$ cat config.mk
export PLATFORM = sky130hd
export DESIGN_NAME = cellrx_slave
export DESIGN_NICKNAME = d
export VERILOG_FILES = /design/src/rtl/cellrx_pkg.sv /design/src/rtl/cellrx_parity.sv /design/src/rtl/cellrx_addr_dec.sv /design/src/rtl/cellrx_slave.sv
export SDC_FILE = /design/constraint.sdc
export NUM_CORES = 1
export LEC_CHECK = 0
export ABC_AREA = 0
export BUFFER_PORTS_ARGS = -buffer_cell sky130_fd_sc_hd__buf_2
export CORE_UTILIZATION = 45
export DETAILED_ROUTE_END_ITERATION = 8
export PLACE_DENSITY_LB_ADDON = 0.12
export SLEW_MARGIN = 5
export SYNTH_ARGS = -nofsm -noshare
export SYNTH_HDL_FRONTEND = slang
export SYNTH_SLANG_ARGS = --single-unit
$ cat constraint.sdc
create_clock -name clk -period 2.1 [get_ports clk]
set_input_delay 0.105 -clock clk [delete_from_list [all_inputs] [get_ports clk]]
set_output_delay 0.105 -clock clk [all_outputs]
set_load 0.01 [all_outputs]
$ cat src/rtl/cellrx_pkg.sv
package cellrx_pkg;

    // odd parity: data bits plus parity bit hold an odd count of ones
    function automatic logic odd_ok(input logic lane_xor, input logic par);
        return lane_xor ^ par;
    endfunction

endpackage

$ cat src/rtl/cellrx_parity.sv
module cellrx_parity #(
    parameter int DATA_W = 8
) (
    input  logic [DATA_W-1:0] word,
    input  logic              par,
    output logic              ok
);
    localparam int LANES = DATA_W / 8;

    logic [LANES-1:0] lane_x;

    for (genvar g = 0; g < LANES; g++) begin : g_lane
        assign lane_x[g] = ^word[g*8 +: 8];
    end

    assign ok = cellrx_pkg::odd_ok(^lane_x, par);
endmodule

$ cat src/rtl/cellrx_addr_dec.sv
module cellrx_addr_dec #(
    parameter int         CLAV_W    = 1,
    parameter logic [7:0] BASE_ADDR = 8'h04,
    localparam int        PORT_W    = (CLAV_W > 1) ? $clog2(CLAV_W) : 1
) (
    input  logic [7:0]        addr,
    input  logic [CLAV_W-1:0] room,
    output logic [CLAV_W-1:0] avail,
    output logic              hit,
    output logic [PORT_W-1:0] hit_idx
);
    logic [CLAV_W-1:0] match;

    for (genvar g = 0; g < CLAV_W; g++) begin : g_line
        localparam logic [7:0] LINE_ADDR = 8'(BASE_ADDR + g);
        assign match[g] = (addr == LINE_ADDR);
        assign avail[g] = match[g] & room[g];
    end

    always_comb begin
        hit     = |match;
        hit_idx = '0;
        for (int i = 0; i < CLAV_W; i++) begin
            if (match[i]) hit_idx = PORT_W'(i);
        end
    end
endmodule

$ cat src/rtl/cellrx_slave.sv
module cellrx_slave #(
    parameter int         DATA_W     = 8,
    parameter int         CELL_WORDS = 53,
    parameter int         CLAV_W     = 1,
    parameter logic [7:0] BASE_ADDR  = 8'h04,
    localparam int        PORT_W     = (CLAV_W > 1) ? $clog2(CLAV_W) : 1
) (
    input  logic              clk,
    input  logic              rst_n,
    input  logic [DATA_W-1:0] rx_word,
    input  logic              word_enb_n,
    input  logic              cell_start,
    input  logic              word_par,
    input  logic [7:0]        poll_addr,
    input  logic [CLAV_W-1:0] port_room,
    output logic [CLAV_W-1:0] cell_avail,
    output logic              out_valid,
    output logic [DATA_W-1:0] out_data,
    output logic              out_first,
    output logic              out_last,
    output logic [PORT_W-1:0] out_port,
    output logic              out_drop,
    output logic              parity_err,
    output logic              frame_err
);
    localparam int CNT_W = $clog2(CELL_WORDS + 1);
    localparam logic [CNT_W-1:0] LAST_IDX = CNT_W'(CELL_WORDS - 1);

    typedef struct packed {
        logic              sel;
        logic [PORT_W-1:0] port;
        logic [CNT_W-1:0]  cnt;
        logic [CLAV_W-1:0] clav;
        logic              vld;
        logic [DATA_W-1:0] data;
        logic              first;
        logic              last;
        logic [PORT_W-1:0] oport;
        logic              drop;
        logic              perr;
        logic              ferr;
    } state_t;

    state_t st_d, st_q;

    logic [CLAV_W-1:0] avail_d;
    logic              hit;
    logic [PORT_W-1:0] hit_idx;
    logic              par_ok;

    cellrx_addr_dec #(.CLAV_W(CLAV_W), .BASE_ADDR(BASE_ADDR)) i_dec (
        .addr(poll_addr), .room(port_room), .avail(avail_d),
        .hit(hit), .hit_idx(hit_idx)
    );

    cellrx_parity #(.DATA_W(DATA_W)) i_par (
        .word(rx_word), .par(word_par), .ok(par_ok)
    );

    always_comb begin
        st_d       = st_q;
        st_d.clav  = avail_d;
        st_d.vld   = 1'b0;
        st_d.first = 1'b0;
        st_d.last  = 1'b0;
        st_d.drop  = 1'b0;
        if (word_enb_n) begin
            st_d.sel = hit;
            if (hit) st_d.port = hit_idx;
        end else if (st_q.sel) begin
            if (!par_ok) st_d.perr = 1'b1;
            if (cell_start) begin
                if (st_q.cnt != '0) begin
                    st_d.drop = 1'b1;
                    st_d.ferr = 1'b1;
                end
                st_d.vld   = 1'b1;
                st_d.first = 1'b1;
                st_d.data  = rx_word;
                st_d.oport = st_q.port;
                if (CELL_WORDS == 1) begin
                    st_d.last = 1'b1;
                    st_d.cnt  = '0;
                end else begin
                    st_d.cnt = CNT_W'(1);
                end
            end else if (st_q.cnt == '0) begin
                st_d.ferr = 1'b1;
            end else begin
                st_d.vld   = 1'b1;
                st_d.data  = rx_word;
                st_d.oport = st_q.port;
                if (st_q.cnt == LAST_IDX) begin
                    st_d.last = 1'b1;
                    st_d.cnt  = '0;
                end else begin
                    st_d.cnt = st_q.cnt + CNT_W'(1);
                end
            end
        end
    end

    always_ff @(posedge clk or negedge rst_n) begin
        if (!rst_n) st_q <= '0;
        else        st_q <= st_d;
    end

    assign cell_avail = st_q.clav;
    assign out_valid  = st_q.vld;
    assign out_data   = st_q.data;
    assign out_first  = st_q.first;
    assign out_last   = st_q.last;
    assign out_port   = st_q.oport;
    assign out_drop   = st_q.drop;
    assign parity_err = st_q.perr;
    assign frame_err  = st_q.ferr;


    avail_needs_room_chk: assert property (@(posedge clk) disable iff (!rst_n)
        (|cell_avail) |-> $past(|port_room));

    valid_needs_enable_chk: assert property (@(posedge clk) disable iff (!rst_n)
        out_valid |-> $past(!word_enb_n));

    last_is_valid_chk: assert property (@(posedge clk) disable iff (!rst_n)
        out_last |-> out_valid);

    drop_with_start_chk: assert property (@(posedge clk) disable iff (!rst_n)
        out_drop |-> (frame_err && out_first && $past(cell_start)));

    perr_sticky_chk: assert property (@(posedge clk) disable iff (!rst_n)
        parity_err |=> parity_err);

    ferr_sticky_chk: assert property (@(posedge clk) disable iff (!rst_n)
        frame_err |=> frame_err);
endmodule

==> impl_results.html, run 1 <==
<table>
<tr><th>Metric</th><th>Value</th></tr>
<tr><th colspan="2">Setup path</th></tr>
<tr><td>Critical path's largest stage delay</td><td>420 ps</td></tr>
<tr><td>Crit path required time</td><td>2300 ps</td></tr>
<tr><td>Worst path arrival time</td><td>2190 ps</td></tr>
<tr><td>Most numerous cell on the critical path</td><td>sky130_fd_sc_hd__inv_2</td></tr>
<tr><td>Count of cells along the worst register-to-register path</td><td>11</td></tr>
<tr><td>Top cell family by delay on the critical path</td><td>simple AND/OR/NAND/NOR gates</td></tr>
<tr><td>Kind of end point of the critical path</td><td>flop</td></tr>
<tr><td>Category of the critical setup timing path</td><td>reg2reg</td></tr>
<tr><td>Startpoint type of the worst setup path</td><td>flop</td></tr>
<tr><td>Capture instance of the worst register-to-register path</td><td>st_q[20]$_DFFE_PN0P_</td></tr>
<tr><td>R2r startpoint</td><td>st_q[16]$_DFFE_PN0P_</td></tr>
<tr><td>Worst setup slack for register-to-register paths</td><td>110 ps</td></tr>
<tr><td>Max Fanout on Critical Path</td><td>6</td></tr>
<tr><td>Critical path cell sequence</td><td>inv_2 &gt; ha_2 &gt; nand2b_4 &gt; or4_4 &gt; inv_2 &gt; ha_1 &gt; or3b_4 &gt; buf_6 &gt; nor3_4 &gt; a21oi_1 &gt; o22ai_1</td></tr>
<tr><td>Number of cells on the critical path</td><td>11</td></tr>
<tr><td>Critical Path Slowest Stage Cell</td><td>sky130_fd_sc_hd__or4_4</td></tr>
<tr><td>Combined buffer and inverter count along the critical path</td><td>3</td></tr>
<tr><th colspan="2">Power</th></tr>
<tr><td>Clock group share of total power</td><td>0.260</td></tr>
<tr><td>Static leakage</td><td>0.793 nW</td></tr>
<tr><td>VDD IR max</td><td>0.377 mV</td></tr>
<tr><td>Internal power</td><td>646 uW</td></tr>
<tr><td>Combinational group share of total power</td><td>0.212</td></tr>
<tr><td>Power per unit of standard cell area</td><td>606 nW/um^2</td></tr>
<tr><td>Switching portion of total power</td><td>0.275</td></tr>
<tr><td>Power dissipated by switching net loads</td><td>245 uW</td></tr>
<tr><td>Relative contribution of sequential cells to total power</td><td>0.529</td></tr>
<tr><th colspan="2">Global route</th></tr>
<tr><td>Total Routing Usage GR</td><td>0.190</td></tr>
<tr><td>Residual overflow from global routing</td><td>0</td></tr>
<tr><td>Via count of the first global-routing pass</td><td>890</td></tr>
<tr><td>Number of antenna violations at the first check in global routing</td><td>0</td></tr>
<tr><td>Largest net degree at the start of global routing</td><td>23</td></tr>
<tr><td>Global-route wire length before repair</td><td>3810 um</td></tr>
<tr><th colspan="2">STA</th></tr>
<tr><td>Slew Viols, Final</td><td>0</td></tr>
<tr><td>Setup violations, final</td><td>0</td></tr>
<tr><td>Number of endpoints with negative hold slack in the final report</td><td>0</td></tr>
<tr><td>Maximum operating frequency</td><td>0.503 GHz</td></tr>
<tr><td>Summed negative setup slack over all endpoints</td><td>0 ps</td></tr>
<tr><td>Final Critical Period</td><td>1990 ps</td></tr>
<tr><td>Final critical-path share of the clock period</td><td>0.947</td></tr>
<tr><td>Max-Slew Margin vs Limit</td><td>0.660</td></tr>
<tr><td>Worst clock skew</td><td>2.16 ps</td></tr>
<tr><td>Slew at the pin closest to its max-slew limit</td><td>510 ps</td></tr>
<tr><th colspan="2">Clock tree</th></tr>
<tr><td>Clock latency on the worst-skew pair</td><td>300 ps</td></tr>
<tr><td>Clock slew at the register clock pins of the worst setup and hold paths</td><td>120 ps</td></tr>
<tr><td>TritonCTS clock tree</td><td>done</td></tr>
<tr><td>H-Tree Depth</td><td>1</td></tr>
<tr><td>Clock root buffer master</td><td>sky130_fd_sc_hd__clkbuf_4</td></tr>
<tr><td>Deepest clock path buffer count</td><td>2</td></tr>
<tr><td>Clock sink count</td><td>22</td></tr>
<tr><td>CTS buffer count</td><td>3</td></tr>
<tr><th colspan="2">Job</th></tr>
<tr><td>MaxCap Viol Count</td><td>0</td></tr>
<tr><th colspan="2">Cells and area</th></tr>
<tr><td>Filler cells</td><td>215</td></tr>
<tr><td>Layout overhead on the synthesized area</td><td>23.3%</td></tr>
<tr><td>Highest-count cells in the layout ignoring fill and taps</td><td>sky130_fd_sc_hd__buf_2 (36), sky130_fd_sc_hd__nand2_1 (22), sky130_fd_sc_hd__dfrtp_1 (22), sky130_fd_sc_hd__buf_4 (9), sky130_fd_sc_hd__o21ai_2 (8)</td></tr>
<tr><td>Ratio of cells with drive above 1 in the final layout</td><td>0.434</td></tr>
<tr><td>Area occupied by registers</td><td>551 sq um</td></tr>
<tr><td>Antenna Diode Count</td><td>0</td></tr>
<tr><td>Number of nets in the finished design</td><td>186</td></tr>
<tr><td>Most common cell after layout, fill and taps aside</td><td>sky130_fd_sc_hd__buf_2</td></tr>
<tr><td>Post-route cell area</td><td>1470 sq um</td></tr>
<tr><td>Area used by multi-input combinational logic</td><td>544 sq um</td></tr>
<tr><th colspan="2">Die</th></tr>
<tr><td>Floorplan core area</td><td>2500 sq um</td></tr>
<tr><td>Width of the chip</td><td>53.5 um</td></tr>
<tr><td>Num ports</td><td>38</td></tr>
<tr><td>Total number of placement rows</td><td>18</td></tr>
<tr><td>Starting density of the core</td><td>0.477</td></tr>
<tr><td>Area of the die</td><td>2860 sq um</td></tr>
<tr><td>Vertical extent of the die</td><td>53.5 um</td></tr>
<tr><th colspan="2">Placement</th></tr>
<tr><td>Gp weighted congestion</td><td>0.876</td></tr>
<tr><td>Post-detail-place hpwl</td><td>1810 um</td></tr>
<tr><td>Count of port buffers added during placement</td><td>36</td></tr>
<tr><td>Placed standard-cell area</td><td>1390 sq um</td></tr>
<tr><th colspan="2">Synthesis</th></tr>
<tr><td>Number of warnings printed during yosys synthesis</td><td>0</td></tr>
<tr><td>Synth Area per Inst</td><td>9.94 sq um</td></tr>
<tr><td>Most common flop cell mapped by yosys</td><td>sky130_fd_sc_hd__dfrtp_1</td></tr>
<tr><td>Syn Std Cell Area</td><td>1190 sq um</td></tr>
<tr><td>Fraction of post-synthesis cell area in the top cell type by area</td><td>0.462</td></tr>
<tr><td>Sequential share of the synthesized area</td><td>0.462</td></tr>
<tr><td>Number of synthesized register bits</td><td>22</td></tr>
<tr><td>Share of flip-flops with an asynchronous set or reset after synthesis</td><td>1.00</td></tr>
<tr><td>Cell count after synthesis</td><td>120</td></tr>
<tr><td>Leading cell types by total area after synthesis</td><td>sky130_fd_sc_hd__dfrtp_1 (46%), sky130_fd_sc_hd__nand2_1 (6.9%), sky130_fd_sc_hd__o21ai_2 (5.9%)</td></tr>
<tr><td>Biggest area consumer among synthesized cells</td><td>sky130_fd_sc_hd__dfrtp_1</td></tr>
<tr><td>Post-synth EDFFs</td><td>0</td></tr>
<tr><td>Number of unique standard cell types used by synthesis</td><td>34</td></tr>
<tr><td>Net Count, Synth</td><td>146</td></tr>
<tr><th colspan="2">Detailed routing</th></tr>
<tr><td>DRC marker count from the first detailed-route iteration</td><td>21</td></tr>
<tr><td>Detail Route Antenna Nets</td><td>0</td></tr>
<tr><td>Wire length per cell after detailed routing</td><td>13.0 um</td></tr>
<tr><td>Iteration count of the initial detailed-routing pass</td><td>4</td></tr>
<tr><td>Routed vias</td><td>980</td></tr>
<tr><td>DRC</td><td>0</td></tr>
<tr><td>Per-cell via count in the routed design</td><td>5.19</td></tr>
<tr><td>DRT Wirelength</td><td>2460 um</td></tr>
<tr><th colspan="2">Worst hold path</th></tr>
<tr><td>Type of the tightest min-delay check</td><td>in2reg</td></tr>
<tr><td>Worst Hold Launch</td><td>port_room</td></tr>
<tr><td>Hold path depth</td><td>2</td></tr>
<tr><td>End point of the most critical hold path</td><td>cell_avail$_DFF_PN0_</td></tr>
<tr><th colspan="2">Outcome</th></tr>
<tr><td>Run status</td><td>complete, no violations</td></tr>
</table>
synth_stat cells, drive strengths merged, types with 2 or more instances:
library cell  number
dfrtp             22
nand3              7
nor2               4
o21ai             10
buf               12
ha                 4
nor3               4
inv                7
a21oi              3
nand4              2
nand2             22
xnor2              5
o21bai             2
nand2b             2
kinds of logic after synthesis:
family                   Yosys count  share of synthesized area
AND/OR/NAND/NOR                   47                      0.213
flip-flops                        22                      0.462
buffers and inverters             20                     0.0997
AO/OA/AOI/OAI                     19                      0.118
XOR/XNOR                           7                     0.0630
adder cells (fa/ha/maj)            4                     0.0420
other                              1                    0.00314
metal layers:
layer	wire length [um]	up-vias	track usage
met2	1240	39	0.331
met4	27	0	0.0702
li1	-	476	-
met1	1070	459	0.233
met3	122	6	0.0287
met5	0	-	0
stage by stage:
stage          instances   util  setup slack (ps)  power, mW  hold WS [ps]
2_1_floorplan        120      -              51.2      0.591          -191
3_3_place_gp         183  0.556              79.0      0.654          94.9
3_5_place_dp         183  0.556             -22.7      0.659           103
4_1_cts              188  0.575              50.4      0.891          36.4
5_1_grt              189  0.588            -0.651      0.938          39.1
6_report             189  0.588               112      0.891          35.0
timing repair:
item | in CTS | in global routing
buffers inserted | 0 | 1
pin swaps | 0 | 3
setup endpoints to repair | 5 | 4
endpoints found under the hold margin | 22 | 0
hold buffers | 1 | 0
gates resized for setup | 1 | 9
worst max-delay path by stage:
stage                           end  slack [ps]                 start
2_1_floorplan  st_q[17]$_DFFE_PN0P_          50  st_q[16]$_DFFE_PN0P_
3_3_place_gp   st_q[18]$_DFFE_PN0P_          80  st_q[16]$_DFFE_PN0P_
3_5_place_dp   st_q[18]$_DFFE_PN0P_         -20  st_q[16]$_DFFE_PN0P_
4_1_cts        st_q[19]$_DFFE_PN0P_          50  st_q[16]$_DFFE_PN0P_
5_1_grt        st_q[20]$_DFFE_PN0P_        -0.7  st_q[17]$_DFFE_PN0P_
6_report       st_q[20]$_DFFE_PN0P_         110  st_q[16]$_DFFE_PN0P_
cell type report:
cell class | count | area share
multi-input cells | 78 | 0.370
well taps | 30 | 0.0255
flip-flops and latches | 22 | 0.374
inverters | 8 | 0.0221
repair buffers | 47 | 0.183
clock buffers | 4 | 0.0247
power groups by stage:
stage	clock network (mW)	registers (mW)	logic [mW]
4_1_cts	0.238	0.470	0.184
2_1_floorplan	0	0.480	0.111
3_5_place_dp	0	0.477	0.181
5_1_grt	0.253	0.475	0.209
6_report	0.231	0.471	0.189
3_3_place_gp	0	0.477	0.178
sequential cells by signal (all words and copies together) (netlist names):
| register | cells |
|---|---|
| cell_avail | 1 |
| frame_err | 1 |
| out_data | 8 |
| out_drop | 1 |
| out_first | 1 |
| out_last | 1 |
| out_valid | 1 |
| parity_err | 1 |
| st_q | 7 |
Note: power is estimated with default switching activity, not from simulation.
==> run 2: changes to the inputs <==
--- a/config.mk
+++ b/config.mk
@@ -10,6 +10,7 @@
 export CORE_UTILIZATION = 45
 export DETAILED_ROUTE_END_ITERATION = 8
 export PLACE_DENSITY_LB_ADDON = 0.12
+export SETUP_SLACK_MARGIN = 0.15
 export SLEW_MARGIN = 5
 export SYNTH_ARGS = -nofsm -noshare
 export SYNTH_HDL_FRONTEND = slang
==> impl_results.html, run 2 (same netlist as run 1, synthesis figures left out) <==
<table>
<tr><th>Metric</th><th>Value</th></tr>
<tr><th colspan="2">Placement</th></tr>
<tr><td>Post-detail-place hpwl</td><td>1720 um</td></tr>
<tr><td>Count of port buffers added during placement</td><td>36</td></tr>
<tr><td>Gp weighted congestion</td><td>0.877</td></tr>
<tr><td>Placed standard-cell area</td><td>1400 sq um</td></tr>
<tr><td>Placed cells</td><td>183</td></tr>
<tr><th colspan="2">Cells and area</th></tr>
<tr><td>Ratio of cells with drive above 1 in the final layout</td><td>0.460</td></tr>
<tr><td>Number of nets in the finished design</td><td>191</td></tr>
<tr><td>Layout overhead on the synthesized area</td><td>26.9%</td></tr>
<tr><td>Highest-count cells in the layout ignoring fill and taps</td><td>sky130_fd_sc_hd__buf_2 (36), sky130_fd_sc_hd__nand2_1 (22), sky130_fd_sc_hd__dfrtp_1 (22), sky130_fd_sc_hd__buf_4 (14), sky130_fd_sc_hd__o21ai_2 (8)</td></tr>
<tr><td>Final design utilization</td><td>0.605</td></tr>
<tr><td>Largest register FFs</td><td>8</td></tr>
<tr><td>Antenna Diode Count</td><td>0</td></tr>
<tr><td>Most common cell after layout, fill and taps aside</td><td>sky130_fd_sc_hd__buf_2</td></tr>
<tr><td>Post-route cell area</td><td>1510 sq um</td></tr>
<tr><td>Final Instance Count excl. Fillers</td><td>193</td></tr>
<tr><th colspan="2">STA</th></tr>
<tr><td>Worst clock skew</td><td>2.77 ps</td></tr>
<tr><td>Number of endpoints with negative hold slack in the final report</td><td>0</td></tr>
<tr><td>Setup violations, final</td><td>0</td></tr>
<tr><td>Worst hold slack after final layout</td><td>36.9 ps</td></tr>
<tr><td>Slew Viols, Final</td><td>0</td></tr>
<tr><td>Unrepaired setup endpoints after global routing</td><td>yes</td></tr>
<tr><td>Maximum operating frequency</td><td>0.509 GHz</td></tr>
<tr><td>Final critical-path share of the clock period</td><td>0.935</td></tr>
<tr><td>Final Critical Period</td><td>1960 ps</td></tr>
<tr><th colspan="2">Power</th></tr>
<tr><td>Internal power</td><td>619 uW</td></tr>
<tr><td>Power dissipated by switching net loads</td><td>243 uW</td></tr>
<tr><td>Static leakage</td><td>0.794 nW</td></tr>
<tr><td>VDD IR max</td><td>0.423 mV</td></tr>
<tr><td>Clock group share of total power</td><td>0.218</td></tr>
<tr><td>Relative contribution of sequential cells to total power</td><td>0.549</td></tr>
<tr><td>Power per unit of standard cell area</td><td>570 nW/um^2</td></tr>
<tr><td>Combinational group share of total power</td><td>0.233</td></tr>
<tr><td>Total Power</td><td>862 uW</td></tr>
<tr><td>Switching portion of total power</td><td>0.282</td></tr>
<tr><th colspan="2">Detailed routing</th></tr>
<tr><td>Per-cell via count in the routed design</td><td>4.97</td></tr>
<tr><td>Wire length per cell after detailed routing</td><td>12.2 um</td></tr>
<tr><td>DRC</td><td>0</td></tr>
<tr><td>Routed vias</td><td>959</td></tr>
<tr><td>Detail Route Antenna Nets</td><td>0</td></tr>
<tr><td>DRC marker count from the first detailed-route iteration</td><td>18</td></tr>
<tr><td>Iteration count of the initial detailed-routing pass</td><td>4</td></tr>
<tr><td>DRT Wirelength</td><td>2360 um</td></tr>
<tr><th colspan="2">Setup path</th></tr>
<tr><td>Crit path required time</td><td>2290 ps</td></tr>
<tr><td>Kind of end point of the critical path</td><td>flop</td></tr>
<tr><td>Worst path arrival time</td><td>2160 ps</td></tr>
<tr><td>Startpoint type of the worst setup path</td><td>flop</td></tr>
<tr><td>Category of the critical setup timing path</td><td>reg2reg</td></tr>
<tr><td>Max Fanout on Critical Path</td><td>7</td></tr>
<tr><th colspan="2">Global route</th></tr>
<tr><td>Largest net degree at the start of global routing</td><td>23</td></tr>
<tr><td>Total Routing Usage GR</td><td>0.192</td></tr>
<tr><td>Global-route wire length before repair</td><td>3840 um</td></tr>
<tr><td>Residual overflow from global routing</td><td>0</td></tr>
<tr><td>Via count of the first global-routing pass</td><td>887</td></tr>
<tr><td>Number of antenna violations at the first check in global routing</td><td>0</td></tr>
<tr><th colspan="2">Clock tree</th></tr>
<tr><td>Clock root buffer master</td><td>sky130_fd_sc_hd__clkbuf_4</td></tr>
<tr><td>Deepest clock path buffer count</td><td>2</td></tr>
<tr><td>Clock sink count</td><td>22</td></tr>
<tr><td>TritonCTS clock tree</td><td>done</td></tr>
<tr><td>Clock slew at the register clock pins of the worst setup and hold paths</td><td>110 ps</td></tr>
<tr><td>CTS buffer count</td><td>3</td></tr>
<tr><td>Clock latency on the worst-skew pair</td><td>300 ps</td></tr>
<tr><td>H-Tree Depth</td><td>1</td></tr>
<tr><th colspan="2">Die</th></tr>
<tr><td>Num ports</td><td>38</td></tr>
<tr><td>Vertical extent of the die</td><td>53.5 um</td></tr>
<tr><td>Floorplan core area</td><td>2500 sq um</td></tr>
<tr><td>Starting density of the core</td><td>0.477</td></tr>
<tr><td>Area of the die</td><td>2860 sq um</td></tr>
<tr><td>Total number of placement rows</td><td>18</td></tr>
<tr><td>Width of the chip</td><td>53.5 um</td></tr>
<tr><th colspan="2">Outcome</th></tr>
<tr><td>Run status</td><td>complete, no violations</td></tr>
<tr><th colspan="2">Job</th></tr>
<tr><td>MaxCap Viol Count</td><td>0</td></tr>
<tr><th colspan="2">Worst hold path</th></tr>
<tr><td>Type of the tightest min-delay check</td><td>in2reg</td></tr>
</table>
## run 2: layout make-up
class                   count  area (sq um)
fillers                   206           987
multi-input cells          78           561
flip-flops and latches     22           551
repair buffers             52           307
well taps                  30          37.5
inverters                   8          35.0
clock buffers               3          22.5
## run 2: final timing paths
kind	from	endpoint	slack (ps)	depth (start not counted)
worst min-delay path	port_room	cell_avail$_DFF_PN0_	40	2
worst min register to register	out_data[0]$_DFFE_PN0P_	out_data[0]$_DFFE_PN0P_	490	2
worst max register to register	st_q[17]$_DFFE_PN0P_	st_q[21]$_DFFE_PN0P_	140	10
worst max-delay path	st_q[17]$_DFFE_PN0P_	st_q[21]$_DFFE_PN0P_	140	10
min in group asynchronous	rst_n	st_q[19]$_DFFE_PN0P_	280	2
max in group asynchronous	rst_n	st_q[23]$_DFFE_PN0P_	1490	2
## run 2: power groups by stage
stage                     Combinational [mW]  Clock, mW  Sequential [mW]
after CTS                              0.194      0.193            0.472
final                                  0.201      0.188            0.473
after detailed placement               0.185          0            0.479
after global placement                 0.181          0            0.478
after global routing                   0.226      0.216            0.477
after floorplan                        0.115          0            0.480
## run 2: timing repair
item / in CTS / in global routing
pin swaps: 2 / 1
cloned: 0 / 0
hold buffers: 1 / 0
setup buffers: 4 / 2
hold endpoints to repair: 22 / 0
resized for setup: 6 / 2
setup endpoints to repair: 14 / 11
## run 2: metal layers
layer | wire, um | vias up | GRT usage
met4 | 21 | 0 | 0.0877
met5 | 0 | - | 0
li1 | - | 483 | -
met3 | 94 | 4 | 0.0287
met1 | 1090 | 439 | 0.235
met2 | 1150 | 33 | 0.325
## run 2: worst max-delay path, cell delays in order (launching register included)
cell and delay [ps]:
sky130_fd_sc_hd__dfrtp_1 380, sky130_fd_sc_hd__inv_2 60, sky130_fd_sc_hd__ha_4 160, sky130_fd_sc_hd__nand2b_4 60, sky130_fd_sc_hd__or4_4 120, sky130_fd_sc_hd__inv_2 40, sky130_fd_sc_hd__ha_4 140, sky130_fd_sc_hd__or3b_4 460
sky130_fd_sc_hd__buf_4 170, sky130_fd_sc_hd__a22oi_1 170, sky130_fd_sc_hd__o21ai_1 90
## run 2: stage by stage
| stage | setup slack, ps | TNS (ps) |
|---|---|---|
| after floorplan | 118 | 0 |
| after global placement | 77.4 | 0 |
| after detailed placement | -15.1 | -15.1 |
| after CTS | 142 | 0 |
| after global routing | 47.4 | 0 |
| final | 136 | 0 |
